==> src/rtl/nbl_pkg.sv <==
package nbl_pkg;

  typedef enum logic [2:0] {
    ST_IDLE,
    ST_BLOCK,
    ST_REQ,
    ST_COLLECT,
    ST_VERDICT
  } nbl_state_e;

  // Sector status field positions.
  localparam int STS_FAIL   = 6;
  localparam int STS_CORR   = 3;
  localparam int STS_CNT_LO = 4;

  localparam logic [7:0] SPARE_ERASED = 8'hFF;

  // Corrected-bit count carried by one sector status byte.
  function automatic logic [2:0] sector_flips(input logic [7:0] st);
    logic [2:0] n;
    n = {1'b0, st[STS_CNT_LO+1:STS_CNT_LO]} + 3'd1;
    return st[STS_CORR] ? n : 3'd0;
  endfunction

endpackage

==> src/rtl/nbl_sector_merge.sv <==
// Folds the per-sector beats of one page into a page verdict, with timeout.
module nbl_sector_merge
  import nbl_pkg::*;
#(
  parameter int SECTORS     = 4,
  parameter int TIMEOUT_CYC = 500000
) (
  input  logic       clk,
  input  logic       rst_n,
  input  logic       arm,
  input  logic       active,
  input  logic       sec_valid,
  input  logic [7:0] sec_status,
  input  logic [7:0] sec_spare0,
  input  logic [7:0] sec_spare1,
  output logic       sec_ready,
  output logic       pg_fin,
  output logic       pg_ok,
  output logic       pg_mark,
  output logic [2:0] pg_flips,
  output logic       pg_timeout
);

  localparam int BW = (SECTORS > 1) ? $clog2(SECTORS) : 1;
  localparam int TW = $clog2(TIMEOUT_CYC + 1);

  logic [BW-1:0] beat_cnt;
  logic          fail_acc;
  logic          mark_acc;
  logic [2:0]    flip_acc;
  logic [TW-1:0] idle_cnt;

  logic       take;
  logic       last_beat;
  logic [2:0] cur_flips;
  logic       cur_mark;

  assign sec_ready  = active;
  assign take       = active && sec_valid;
  assign cur_flips  = sector_flips(sec_status);
  assign cur_mark   = (sec_spare0 != SPARE_ERASED) || (sec_spare1 != SPARE_ERASED);
  assign last_beat  = (beat_cnt == BW'(SECTORS - 1));
  assign pg_timeout = active && !sec_valid && (idle_cnt == TW'(TIMEOUT_CYC - 1));
  assign pg_fin     = (take && last_beat) || pg_timeout;
  assign pg_ok      = !pg_timeout && !fail_acc && !(take && sec_status[STS_FAIL]);
  assign pg_flips   = (take && (cur_flips > flip_acc)) ? cur_flips : flip_acc;
  assign pg_mark    = (take && (beat_cnt == '0)) ? cur_mark : mark_acc;

  always_ff @(posedge clk or negedge rst_n) begin
    if (!rst_n) begin
      beat_cnt <= '0;
      fail_acc <= 1'b0;
      mark_acc <= 1'b0;
      flip_acc <= '0;
      idle_cnt <= '0;
    end else if (arm) begin
      beat_cnt <= '0;
      fail_acc <= 1'b0;
      mark_acc <= 1'b0;
      flip_acc <= '0;
      idle_cnt <= '0;
    end else if (take) begin
      beat_cnt <= last_beat ? '0 : beat_cnt + BW'(1);
      fail_acc <= fail_acc | sec_status[STS_FAIL];
      flip_acc <= pg_flips;
      if (beat_cnt == '0) mark_acc <= cur_mark;
      idle_cnt <= '0;
    end else if (active) begin
      idle_cnt <= idle_cnt + TW'(1);
    end
  end

  // the silence counter never passes the timeout window
  a_r10_idle_bound: assert property (@(posedge clk) disable iff (!rst_n)
    active |-> (idle_cnt < TW'(TIMEOUT_CYC)));

endmodule

==> src/rtl/nbl_block_tally.sv <==
// Per-block record of readable pages, failed pages and markers.
module nbl_block_tally (
  input  logic clk,
  input  logic rst_n,
  input  logic clear,
  input  logic pg_fin,
  input  logic pg_ok,
  input  logic pg_mark,
  output logic any_good,
  output logic any_err,
  output logic marked
);

  always_ff @(posedge clk or negedge rst_n) begin
    if (!rst_n) begin
      any_good <= 1'b0;
      any_err  <= 1'b0;
      marked   <= 1'b0;
    end else if (clear) begin
      any_good <= 1'b0;
      any_err  <= 1'b0;
      marked   <= 1'b0;
    end else if (pg_fin) begin
      if (pg_ok) begin
        any_good <= 1'b1;
        if (pg_mark) marked <= 1'b1;
      end else begin
        any_err <= 1'b1;
      end
    end
  end

endmodule

==> src/rtl/nbl_image_track.sv <==
// Remaining byte/page/block counts, block page pointer and destination.
module nbl_image_track #(
  parameter int ADDR_W          = 32,
  parameter int SIZE_W          = 24,
  parameter int PAGE_BYTES      = 2048,
  parameter int PAGES_PER_BLOCK = 64,
  localparam int PS     = $clog2(PAGE_BYTES),
  localparam int BS     = PS + $clog2(PAGES_PER_BLOCK),
  localparam int PAGE_W = ADDR_W - PS,
  localparam int CNT_W  = SIZE_W - PS + 1,
  localparam int PIDX_W = $clog2(PAGES_PER_BLOCK) + 1
) (
  input  logic              clk,
  input  logic              rst_n,
  input  logic              load,
  input  logic [ADDR_W-1:0] offset,
  input  logic [ADDR_W-1:0] base,
  input  logic [SIZE_W-1:0] size,
  input  logic              step,
  input  logic              keep,
  output logic [PAGE_W-1:0] blk_page,
  output logic [ADDR_W-1:0] blk_dst,
  output logic              no_blocks,
  output logic [PIDX_W-1:0] blk_pages
);

  localparam int BLK_BYTES = PAGE_BYTES * PAGES_PER_BLOCK;

  logic [SIZE_W-1:0] bytes_left;
  logic [CNT_W-1:0]  pages_left;
  logic [CNT_W-1:0]  blocks_left;

  logic [SIZE_W:0]   size_ext;
  logic [SIZE_W:0]   page_sum;
  logic [SIZE_W:0]   blk_sum;
  logic [SIZE_W-1:0] blk_bytes;

  assign size_ext  = {1'b0, size};
  assign page_sum  = size_ext + (SIZE_W+1)'(PAGE_BYTES - 1);
  assign blk_sum   = size_ext + (SIZE_W+1)'(BLK_BYTES - 1);
  assign no_blocks = (blocks_left == '0);
  assign blk_pages = (pages_left >= CNT_W'(PAGES_PER_BLOCK)) ?
                     PIDX_W'(PAGES_PER_BLOCK) : PIDX_W'(pages_left);
  assign blk_bytes = (bytes_left >= SIZE_W'(BLK_BYTES)) ?
                     SIZE_W'(BLK_BYTES) : bytes_left;

  always_ff @(posedge clk or negedge rst_n) begin
    if (!rst_n) begin
      blk_page    <= '0;
      blk_dst     <= '0;
      bytes_left  <= '0;
      pages_left  <= '0;
      blocks_left <= '0;
    end else if (load) begin
      blk_page    <= PAGE_W'(offset >> PS);
      blk_dst     <= base;
      bytes_left  <= size;
      pages_left  <= CNT_W'(page_sum >> PS);
      blocks_left <= CNT_W'(blk_sum >> BS);
    end else if (step) begin
      blk_page <= blk_page + PAGE_W'(PAGES_PER_BLOCK);
      if (keep) begin
        blk_dst     <= blk_dst + ADDR_W'(blk_bytes);
        bytes_left  <= bytes_left - blk_bytes;
        pages_left  <= pages_left - CNT_W'(blk_pages);
        blocks_left <= blocks_left - CNT_W'(1);
      end
    end
  end

  // a dropped block leaves destination and owed counts untouched
  a_r8_skip_keeps: assert property (@(posedge clk) disable iff (!rst_n)
    (step && !keep && !load) |=> ($stable(blk_dst) && $stable(bytes_left) &&
                                  $stable(pages_left) && $stable(blocks_left)));

  // every finished block moves the page pointer by one block
  a_r8_page_step: assert property (@(posedge clk) disable iff (!rst_n)
    (step && !load) |=> (blk_page == $past(blk_page) + PAGE_W'(PAGES_PER_BLOCK)));

endmodule

==> src/rtl/nand_boot_loader.sv <==
module nand_boot_loader
  import nbl_pkg::*;
#(
  parameter int ADDR_W          = 32,
  parameter int SIZE_W          = 24,
  parameter int PAGE_BYTES      = 2048,
  parameter int PAGES_PER_BLOCK = 64,
  parameter int SECTORS         = 4,
  parameter int TIMEOUT_CYC     = 500000,
  localparam int PS     = $clog2(PAGE_BYTES),
  localparam int PAGE_W = ADDR_W - PS
) (
  input  logic              clk,
  input  logic              rst_n,
  input  logic              start,
  input  logic [ADDR_W-1:0] img_offset,
  input  logic [SIZE_W-1:0] img_size,
  input  logic [ADDR_W-1:0] dst_base,
  output logic              req_valid,
  input  logic              req_ready,
  output logic [PAGE_W-1:0] req_page,
  output logic [ADDR_W-1:0] req_dst,
  input  logic              sec_valid,
  output logic              sec_ready,
  input  logic [7:0]        sec_status,
  input  logic [7:0]        sec_spare0,
  input  logic [7:0]        sec_spare1,
  output logic              rd_abandon,
  output logic              busy,
  output logic              done,
  output logic              error,
  output logic [2:0]        max_flips
);

  localparam int PIDX_W = $clog2(PAGES_PER_BLOCK) + 1;

  nbl_state_e        state;
  logic [PIDX_W-1:0] pg_idx;
  logic [2:0]        flips_max;
  logic              done_q, err_q, abandon_q;

  logic              load, arm, active, step, keep;
  logic              pg_fin, pg_ok, pg_mark, pg_timeout;
  logic [2:0]        pg_flips;
  logic              any_good, any_err, marked;
  logic              blk_bad, fatal, last_in_blk;
  logic [PAGE_W-1:0] blk_page;
  logic [ADDR_W-1:0] blk_dst;
  logic              no_blocks;
  logic [PIDX_W-1:0] blk_pages;

  assign load        = (state == ST_IDLE) && start;
  assign req_valid   = (state == ST_REQ);
  assign arm         = req_valid && req_ready;
  assign active      = (state == ST_COLLECT);
  assign blk_bad     = marked || !any_good;
  assign fatal       = !blk_bad && any_err;
  assign step        = (state == ST_VERDICT) && !fatal;
  assign keep        = !blk_bad;
  assign last_in_blk = ((pg_idx + PIDX_W'(1)) == blk_pages);
  assign req_page    = blk_page + PAGE_W'(pg_idx);
  assign req_dst     = blk_dst + (ADDR_W'(pg_idx) << PS);

  assign busy       = (state != ST_IDLE);
  assign done       = done_q;
  assign error      = err_q;
  assign rd_abandon = abandon_q;
  assign max_flips  = flips_max;

  nbl_image_track #(
    .ADDR_W(ADDR_W), .SIZE_W(SIZE_W),
    .PAGE_BYTES(PAGE_BYTES), .PAGES_PER_BLOCK(PAGES_PER_BLOCK)
  ) u_track (
    .clk(clk), .rst_n(rst_n), .load(load),
    .offset(img_offset), .base(dst_base), .size(img_size),
    .step(step), .keep(keep),
    .blk_page(blk_page), .blk_dst(blk_dst),
    .no_blocks(no_blocks), .blk_pages(blk_pages)
  );

  nbl_sector_merge #(.SECTORS(SECTORS), .TIMEOUT_CYC(TIMEOUT_CYC)) u_merge (
    .clk(clk), .rst_n(rst_n), .arm(arm), .active(active),
    .sec_valid(sec_valid), .sec_status(sec_status),
    .sec_spare0(sec_spare0), .sec_spare1(sec_spare1),
    .sec_ready(sec_ready), .pg_fin(pg_fin), .pg_ok(pg_ok),
    .pg_mark(pg_mark), .pg_flips(pg_flips), .pg_timeout(pg_timeout)
  );

  nbl_block_tally u_tally (
    .clk(clk), .rst_n(rst_n), .clear(state == ST_BLOCK),
    .pg_fin(pg_fin), .pg_ok(pg_ok), .pg_mark(pg_mark),
    .any_good(any_good), .any_err(any_err), .marked(marked)
  );

  always_ff @(posedge clk or negedge rst_n) begin
    if (!rst_n) begin
      state     <= ST_IDLE;
      pg_idx    <= '0;
      flips_max <= '0;
      done_q    <= 1'b0;
      err_q     <= 1'b0;
      abandon_q <= 1'b0;
    end else begin
      done_q    <= 1'b0;
      err_q     <= 1'b0;
      abandon_q <= 1'b0;
      case (state)
        ST_IDLE: begin
          if (start) begin
            flips_max <= '0;
            state     <= ST_BLOCK;
          end
        end
        ST_BLOCK: begin
          if (no_blocks) begin
            done_q <= 1'b1;
            state  <= ST_IDLE;
          end else begin
            pg_idx <= '0;
            state  <= ST_REQ;
          end
        end
        ST_REQ: begin
          if (req_ready) state <= ST_COLLECT;
        end
        ST_COLLECT: begin
          if (pg_fin) begin
            abandon_q <= pg_timeout;
            if (pg_ok && (pg_flips > flips_max)) flips_max <= pg_flips;
            if ((pg_ok && pg_mark) || last_in_blk) begin
              state <= ST_VERDICT;
            end else begin
              pg_idx <= pg_idx + PIDX_W'(1);
              state  <= ST_REQ;
            end
          end
        end
        ST_VERDICT: begin
          if (fatal) begin
            err_q <= 1'b1;
            state <= ST_IDLE;
          end else begin
            state <= ST_BLOCK;
          end
        end
        default: state <= ST_IDLE;
      endcase
    end
  end

  // a pending request is held steady
  a_r11_req_hold: assert property (@(posedge clk) disable iff (!rst_n)
    (req_valid && !req_ready) |=> (req_valid && $stable(req_page) && $stable(req_dst)));

  // request and sector channels are never open together
  a_r11_one_channel: assert property (@(posedge clk) disable iff (!rst_n)
    sec_ready |-> !req_valid);

  // done is a lone pulse
  a_r12_done_pulse: assert property (@(posedge clk) disable iff (!rst_n)
    done |=> !done);

  // error is a lone pulse
  a_r12_err_pulse: assert property (@(posedge clk) disable iff (!rst_n)
    error |=> !error);

  // outcomes are exclusive and coincide with idle
  a_r12_exclusive: assert property (@(posedge clk) disable iff (!rst_n)
    (done || error) |-> (!(done && error) && !busy));

  // an empty image finishes two cycles after start
  a_r3_empty_done: assert property (@(posedge clk) disable iff (!rst_n)
    ((state == ST_IDLE) && start && (img_size == '0)) |-> ##2 done);

  // a marked readable page closes the block at once
  a_r6_marker_stop: assert property (@(posedge clk) disable iff (!rst_n)
    (active && pg_fin && pg_ok && pg_mark) |=> (state == ST_VERDICT));

  // an abandoned page takes no more beats
  a_r10_abandon_closed: assert property (@(posedge clk) disable iff (!rst_n)
    rd_abandon |-> !sec_ready);

endmodule

==> config.mk <==
export PLATFORM = sky130hd
export DESIGN_NAME = nand_boot_loader
export DESIGN_NICKNAME = d
export VERILOG_FILES = /design/src/rtl/nbl_pkg.sv /design/src/rtl/nbl_sector_merge.sv /design/src/rtl/nbl_block_tally.sv /design/src/rtl/nbl_image_track.sv /design/src/rtl/nand_boot_loader.sv
export SDC_FILE = /design/constraint.sdc
export NUM_CORES = 1
export LEC_CHECK = 0
export BUFFER_PORTS_ARGS = -buffer_cell sky130_fd_sc_hd__buf_2
export CAP_MARGIN = 20
export CORE_MARGIN = 2
export CORE_UTILIZATION = 58
export DETAILED_ROUTE_END_ITERATION = 7
export GPL_TIMING_DRIVEN = 0
export PLACE_DENSITY = 0.82
export SLEW_MARGIN = 20
export SYNTH_ARGS = -nofsm -noshare
export SYNTH_HDL_FRONTEND = slang
export SYNTH_SLANG_ARGS = --single-unit
==> constraint.sdc <==
create_clock -name clk -period 4.8 [get_ports clk]
set_clock_uncertainty 0.1 [all_clocks]
set_input_delay 0.96 -clock clk [delete_from_list [all_inputs] [get_ports clk]]
set_output_delay 0.96 -clock clk [all_outputs]
set_load 0.02 [all_outputs]
## Word level (Yosys, flattened, before mapping)

Cells that the tools add are included.

| storage, ports and cells | value |
|---|---|
| logic and storage cells | 164 |
| ROM bits | 0 |
| flip-flop bits (word level) | 150 |
| bits in latches | 0 |
| output and inout bits | 62 |
| bits in writable memories | 0 |
| memories kept | 0 |

| cells by class | value |
|---|---|
| reduce and logical (&&, ||, !) cells | 47 |
| shifts and indexed selects | 0 |
| order comparisons | 4 |
| eq/ne operators | 17 |
| mux-type cells | 63 |
| bitwise gates (word level) | 1 |
| multiply operators | 0 |
| divide/modulo/power cells | 0 |
| $add $sub $neg | 13 |

Operators with widths:

| cell | count |
|---|---|
| 2-to-1 mux 24 bit | 4 |
| 2-to-1 mux 32 bit | 3 |
| 2-to-1 mux 14 bit | 6 |
| 2-to-1 mux 19 bit | 3 |
| 2-to-1 mux 21 bit | 2 |
| 2-to-1 mux 3 bit | 11 |
| adder 32 x 18 -> 32 bit | 1 |
| adder 32 x 24 -> 32 bit | 1 |
| 2-to-1 mux 7 bit | 4 |
| adder 24 x 11 -> 25 bit (second input constant) | 1 |
| adder 24 x 17 -> 25 bit (second input constant) | 1 |
| greater-or-equal comparator 24 x 18 -> 1 bit (second input constant) | 1 |
| subtractor 24 bit | 1 |
| 2-to-1 mux 1 bit | 23 |
| adder 21 x 7 -> 21 bit | 1 |
| adder 21 x 7 -> 21 bit (second input constant) | 1 |
| adder 19 x 1 -> 19 bit (second input constant) | 1 |
| == test 19 bit (second input constant) | 1 |
| inequality test 8 bit (second input constant) | 2 |
| nonzero test 2 bit | 8 |
| logical AND 1 bit | 15 |
| case mux 3 bit (5 select lines) | 1 |
| greater-or-equal comparator 14 x 7 -> 1 bit (second input constant) | 1 |
| logical NOT 14 bit | 1 |
| 25 further kinds | 51 |

## Longest topological paths before layout

| logic depth | value |
|---|---|
| word-level depth | 11 |
| depth in mapped cells | 15 |
| mapped depth without buffers | 15 |

## Cells and area by module

A second synthesis with hierarchy kept.

| unflattened totals | value |
|---|---|
| cells, all modules | 1344 |
| area total of the unflattened synthesis | 11113.2 um^2 |

Modules (own cells, without submodules):

| module | area each (um^2) | instances | cells each |
|---|---|---|---|
| nbl_image_track | 7241.9 | 1 | 881 |
| nand_boot_loader | 2139.6 | 1 | 277 |
| nbl_sector_merge | 1619.1 | 1 | 176 |
| nbl_block_tally | 112.6 | 1 | 10 |

## Worst setup path before layout

Ideal clock, no wire load.

| path | value |
|---|---|
| path kind | input port to flip-flop |
| start | in sec_status[4] |
| end | reg flips_max[0] (netlist: max_flips[0]) |
| path buffers | 0 |
| slack | 780 ps |
| stages | 15 |
| setup time | 128 ps |
| arrival | 3793 ps |
| cell sequence | ha_1 > and2_1 > ha_1 > a21o_1 > a21oi_1 > a311oi_1 > mux2i_1 > inv_1 > ha_1 > nor2b_1 > o21a_1 > o21ai_0 > o21ai_1 > o21a_1 > mux2_1 |

| between the ends | value |
|---|---|
| word-level cells in the longest chain between the ends | 9 |

Ends and longest elaborated chain:

| element | RTL line | text |
|---|---|---|
| start: declaration | nand_boot_loader.sv:25 | `input logic [7:0] sec_status,` |
| adder 2 x 1 -> 3 bit * | nbl_pkg.sv:21 | `n = {1'b0, st[STS_CNT_LO+1:STS_CNT_LO]} + 3'd1;` |
| 2-to-1 mux 3 bit * | nbl_pkg.sv:22 | `return st[STS_CORR] ? n : 3'd0;` |
| greater-than comparator 3 bit | nbl_sector_merge.sv:46 | `assign pg_flips = (take && (cur_flips > flip_acc)) ? cur_flips : flip_acc;` |
| logical AND 1 bit | nbl_sector_merge.sv:46 |  |
| 2-to-1 mux 3 bit * | nbl_sector_merge.sv:46 |  |
| greater-than comparator 3 bit | nand_boot_loader.sv:129 | `if (pg_ok && (pg_flips > flips_max)) flips_max <= pg_flips;` |
| logical AND 1 bit | nand_boot_loader.sv:129 |  |
| inequality test 2 bit (no source line) | -- |  |
| AND reduction 4 bit (no source line) | -- |  |
| end signal: assignment | nand_boot_loader.sv:129 |  |
| end: declaration | nand_boot_loader.sv:39 | `logic [2:0] flips_max;` |

Mark *: on every way between the ends. The rest lies on a longest branch, timed or not. The select of a mux whose other input is x is not followed.
A chain may end at the register's enable or synchronous reset.

## Worst setup path after layout

| path | value |
|---|---|
| start | reg u_track.bytes_left[19] |
| end | reg u_track.blk_dst[29] |

| between the ends | value |
|---|---|
| word-level cells in the longest chain between the ends | 6 |

Ends and longest elaborated chain:

| element | RTL line | text |
|---|---|---|
| start: declaration | nbl_image_track.sv:29 | `logic [SIZE_W-1:0] bytes_left;` |
| start signal: assignment | nbl_image_track.sv:57 | `bytes_left <= size;` |
| start signal: assignment | nbl_image_track.sv:64 | `bytes_left <= bytes_left - blk_bytes;` |
| greater-or-equal comparator 24 x 18 -> 1 bit | nbl_image_track.sv:44 | `assign blk_bytes = (bytes_left >= SIZE_W'(BLK_BYTES)) ?` |
| 2-to-1 mux 24 bit * | nbl_image_track.sv:44 |  |
| adder 32 x 24 -> 32 bit * | nbl_image_track.sv:63 | `blk_dst <= blk_dst + ADDR_W'(blk_bytes);` |
| 2-to-1 mux 32 bit * | nbl_image_track.sv:62 | `if (keep) begin` |
| 2-to-1 mux 32 bit * | nbl_image_track.sv:60 | `end else if (step) begin` |
| 2-to-1 mux 32 bit * | nbl_image_track.sv:54 | `end else if (load) begin` |
| end signal: assignment | nbl_image_track.sv:56 | `blk_dst <= base;` |
| end signal: assignment | nbl_image_track.sv:63 |  |
| end: declaration | nbl_image_track.sv:22 | `output logic [ADDR_W-1:0] blk_dst,` |

Marks and branches as above.

==> flow_metrics.tcl <==
set metrics [dict create \
    status "finished, final reports clean" \
    worstPathArrival_ns 4.78 \
    final-hold-violation-count 0 \
    rows 49 \
    cts.sinks 150 \
    cts-resized-gates 0 \
    via_count 10600 \
    clock_latency_ns 0.43 \
    rsz0062_at_grt "false" \
    antennaDiodeCount 0 \
    setup_violations 0 \
    synth-adder-area-share 0.0677 \
    max_cap_viol_count 0 \
    pre_cts_ws_ns 0.364 \
    synthXorXnorAreaFrac 0.0906 \
    relSlewSlack 0.412 \
    tns_ns 0 \
    antenna_found_initial 0 \
    whs_ns 0.359 \
    syn_area_um2 10700 \
    ys_ff_latch 150 \
    drc 0 \
    clkTransAtPathRegs_ns 0.06 \
    viasPerCell 6.20 \
    max_freq_ghz 0.221 \
    cts_tree "done" \
    avgSynthCellArea_um2 8.36 \
    gp_congestion 0.965 \
    wl_per_cell_um 18.2 \
    fin_ws_ns 0.285 \
    grt_pass1_vias 10100 \
    seqPwrFrac 0.321 \
    use_met3 0.0681 \
    grt.met1_usage 0.432 \
    fp.dieH_um 140 \
    start_util 0.593 \
    intPower_mw 3.83 \
    postCtsHoldBufs 0 \
    port_buffers 160 \
    p_comb_frac 0.492 \
    synth_mux_area_frac 0.0156 \
    clockPowerShare 0.187 \
    power.switching_mw 3.09 \
    dieWidth_um 140 \
    finalMaxSlewViolations 0 \
    dp_cells 1675 \
    synth-simple-area-share 0.227 \
    powerDensity_nw_per_um2 558 \
    grt-ovfl-total 0 \
    cts_root_buffer "clkbuf_16" \
    ys.flop_type "dfrtp_1" \
    worstSetupPathType "register to register" \
    drive_gt1_frac 0.150 \
    post_cts_buffers 0 \
    final_area_um2 12400 \
    yosysSeqAreaShare 0.351 \
    post-dp-hpwl_um 22800 \
    top_usage_layer "met2" \
    end_kind "register" \
    htreeDepth 4 \
    hold_class "primary input to asynchronous set/reset pin" \
    cp_max_fo 10 \
    cts_made_buffers 17 \
    nNetsFinal 1638 \
    cp.required_ns 5.06 \
    grt_max_degree 91 \
    ys_top_cells_by_area "dfrtp_1 35%, ha_1 6.2%, xnor2_1 5.6%" \
    layout_min_cycle_time_ns 4.51 \
    synth_cell_types 81 \
    stdcell_count 1707 \
    synth_top_area_share 0.351 \
    first_iter_violations 964 \
    synth_top_family_by_area "simple AND/OR/NAND/NOR gates" \
    grt_pass1_wl_um 50400 \
    swShare 0.447 \
    yosysTopAreaCell "dfrtp_1" \
    postSynthCellCount 1278 \
    areaGrowthSynthToFinish_pct 16.1 \
    die_area_um2 19500 \
    num_io_pins 179 \
    cts_buffer_depth 2 \
    core_um2 18000 \
    ir_worst_vdd_mv 0.456 \
    drt-total-wl_um 31000 \
    grt_use_total 0.318 \
    synth_edf_count 0 \
    async_flop_share 1.00 \
    power.leakage_nw 5.44 \
    synth_warnings 0 \
    grt_util_met2 0.495 \
    ant_nets 0 \
    tightest_slew_ns 0.877 \
    drtPass1Iterations 6 \
    min_period_over_period 0.941 \
    start_kind "register" \
    synth_compound_area_frac 0.200 \
    placed_area_um2 11800 \
]
==> area by class of cell <==
type                    instances  area [um2]
plain buffers                  75         324
clock buffers                  20         457
fillers                      1486        5620
flip-flops and latches        150        3750
repair buffers                162         846
clock inverters                12         103
inverters                      48         180
multi-input cells            1011        6460
well taps                     229         287
==> Yosys cell counts, types with 13 or more instances <==
cell type	number
and2_1	26
o21ai_0	72
a22oi_1	22
a31oi_1	13
or3_1	19
dfrtp_1	150
inv_1	45
ha_1	53
nor3_1	28
nor2_1	97
nand2_1	152
a21oi_1	57
nand3_1	45
o21ai_1	47
xor2_1	40
xnor2_1	68
clkbuf_1	59
nor4_1	20
nand4_1	26
a21o_1	14
and3_1	24
==> worst paths after layout <==
path,startpoint,end,slack (ns),cells past startpoint
min,rst_n,u_merge.idle_cnt[0]$_DFFE_PN0P_,0.36,1
max in group asynchronous,rst_n,u_track.blk_dst[17]$_DFFE_PN0P_,3.43,2
max reg2reg,u_track.bytes_left[19]$_DFFE_PN0P_,u_track.blk_dst[29]$_DFFE_PN0P_,0.29,14
min in group clk,u_track.blk_page[3]$_DFFE_PN0P_,u_track.blk_page[3]$_DFFE_PN0P_,0.39,2
min reg2reg,u_track.blk_page[3]$_DFFE_PN0P_,u_track.blk_page[3]$_DFFE_PN0P_,0.39,2
max,u_track.bytes_left[19]$_DFFE_PN0P_,u_track.blk_dst[29]$_DFFE_PN0P_,0.29,14
==> sequential cells by signal (all words and copies together), names as in the netlist <==
register	cells
pg_idx	7
done	1
u_track.bytes_left	24
u_track.blocks_left	14
u_merge.flip_acc	3
state	3
u_track.blk_dst	32
max_flips	3
u_tally.marked	1
u_merge.fail_acc	1
u_merge.beat_cnt	2
u_tally.any_good	1
error	1
u_tally.any_err	1
u_track.pages_left	14
u_track.blk_page	21
rd_abandon	1
u_merge.idle_cnt	19
u_merge.mark_acc	1
==> through the flow <==
step	utilization	total power, mW
2_1_floorplan	-	4.59
3_3_place_gp	0.655	5.43
3_5_place_dp	0.657	5.55
4_1_cts	0.688	6.86
5_1_grt	0.688	7.39
6_report	0.688	6.92
==> worst max-delay path, stage by stage (launching register included) <==
cell and delay, ns:
dfrtp_1 0.41, or3_1 0.45, nor3_1 0.33, clkbuf_1 0.32, clkbuf_1 0.37, and2_1 0.23, ha_1 0.13, clkbuf_1 0.28
nand4_1 0.27, nor3_1 0.31, a32o_1 0.20, a21o_1 0.15, o22ai_1 0.25, or4_1 0.53, nand3_1 0.10
==> power groups by stage <==
stage	registers (mW)	clock network (mW)	logic (mW)
6_report	2.22	1.30	3.40
4_1_cts	2.20	1.30	3.36
5_1_grt	2.28	1.35	3.76
2_1_floorplan	2.08	0	2.51
3_5_place_dp	2.22	0	3.33
3_3_place_gp	2.19	0	3.23
==> kinds of logic (layout without fill, tap and decap cells) <==
| logic type | count (synthesis) | in the layout |
|---|---|---|
| muxes | 16 | 16 |
| and+or+nand+nor | 489 | 489 |
| buffers and inverters | 123 | 317 |
| xor gates and xnor gates | 109 | 109 |
| DFF | 150 | 150 |
| adders and majority gates | 56 | 56 |
| other | 2 | 8 |
| AOI/OAI and AO/OA | 333 | 333 |
==> cells in the final DEF, fill, tap and decap left out, types with 19 or more instances in the layout <==
cell type and n:
nor4_1 20, o21ai_0 72, nor2_1 97, and3_1 24
and2_1 26, nor3_1 27, nand2_1 152, buf_2 159
nand4_1 26, xnor2_1 68, inv_1 45, ha_1 53
or3_1 19, o21ai_1 47, xor2_1 40, nand3_1 45
a21oi_1 57, clkbuf_1 60, dfrtp_1 150, a22oi_1 22
==> routing by layer <==
layer	wire length (um)	up-vias	share of wire
li1	-	4981	-
met1	13100	5029	0.42
met2	14200	495	0.46
met3	2890	76	0.093
met4	871	0	0.028
met5	0	-	0
Note: power is estimated with default switching activity, not from simulation.
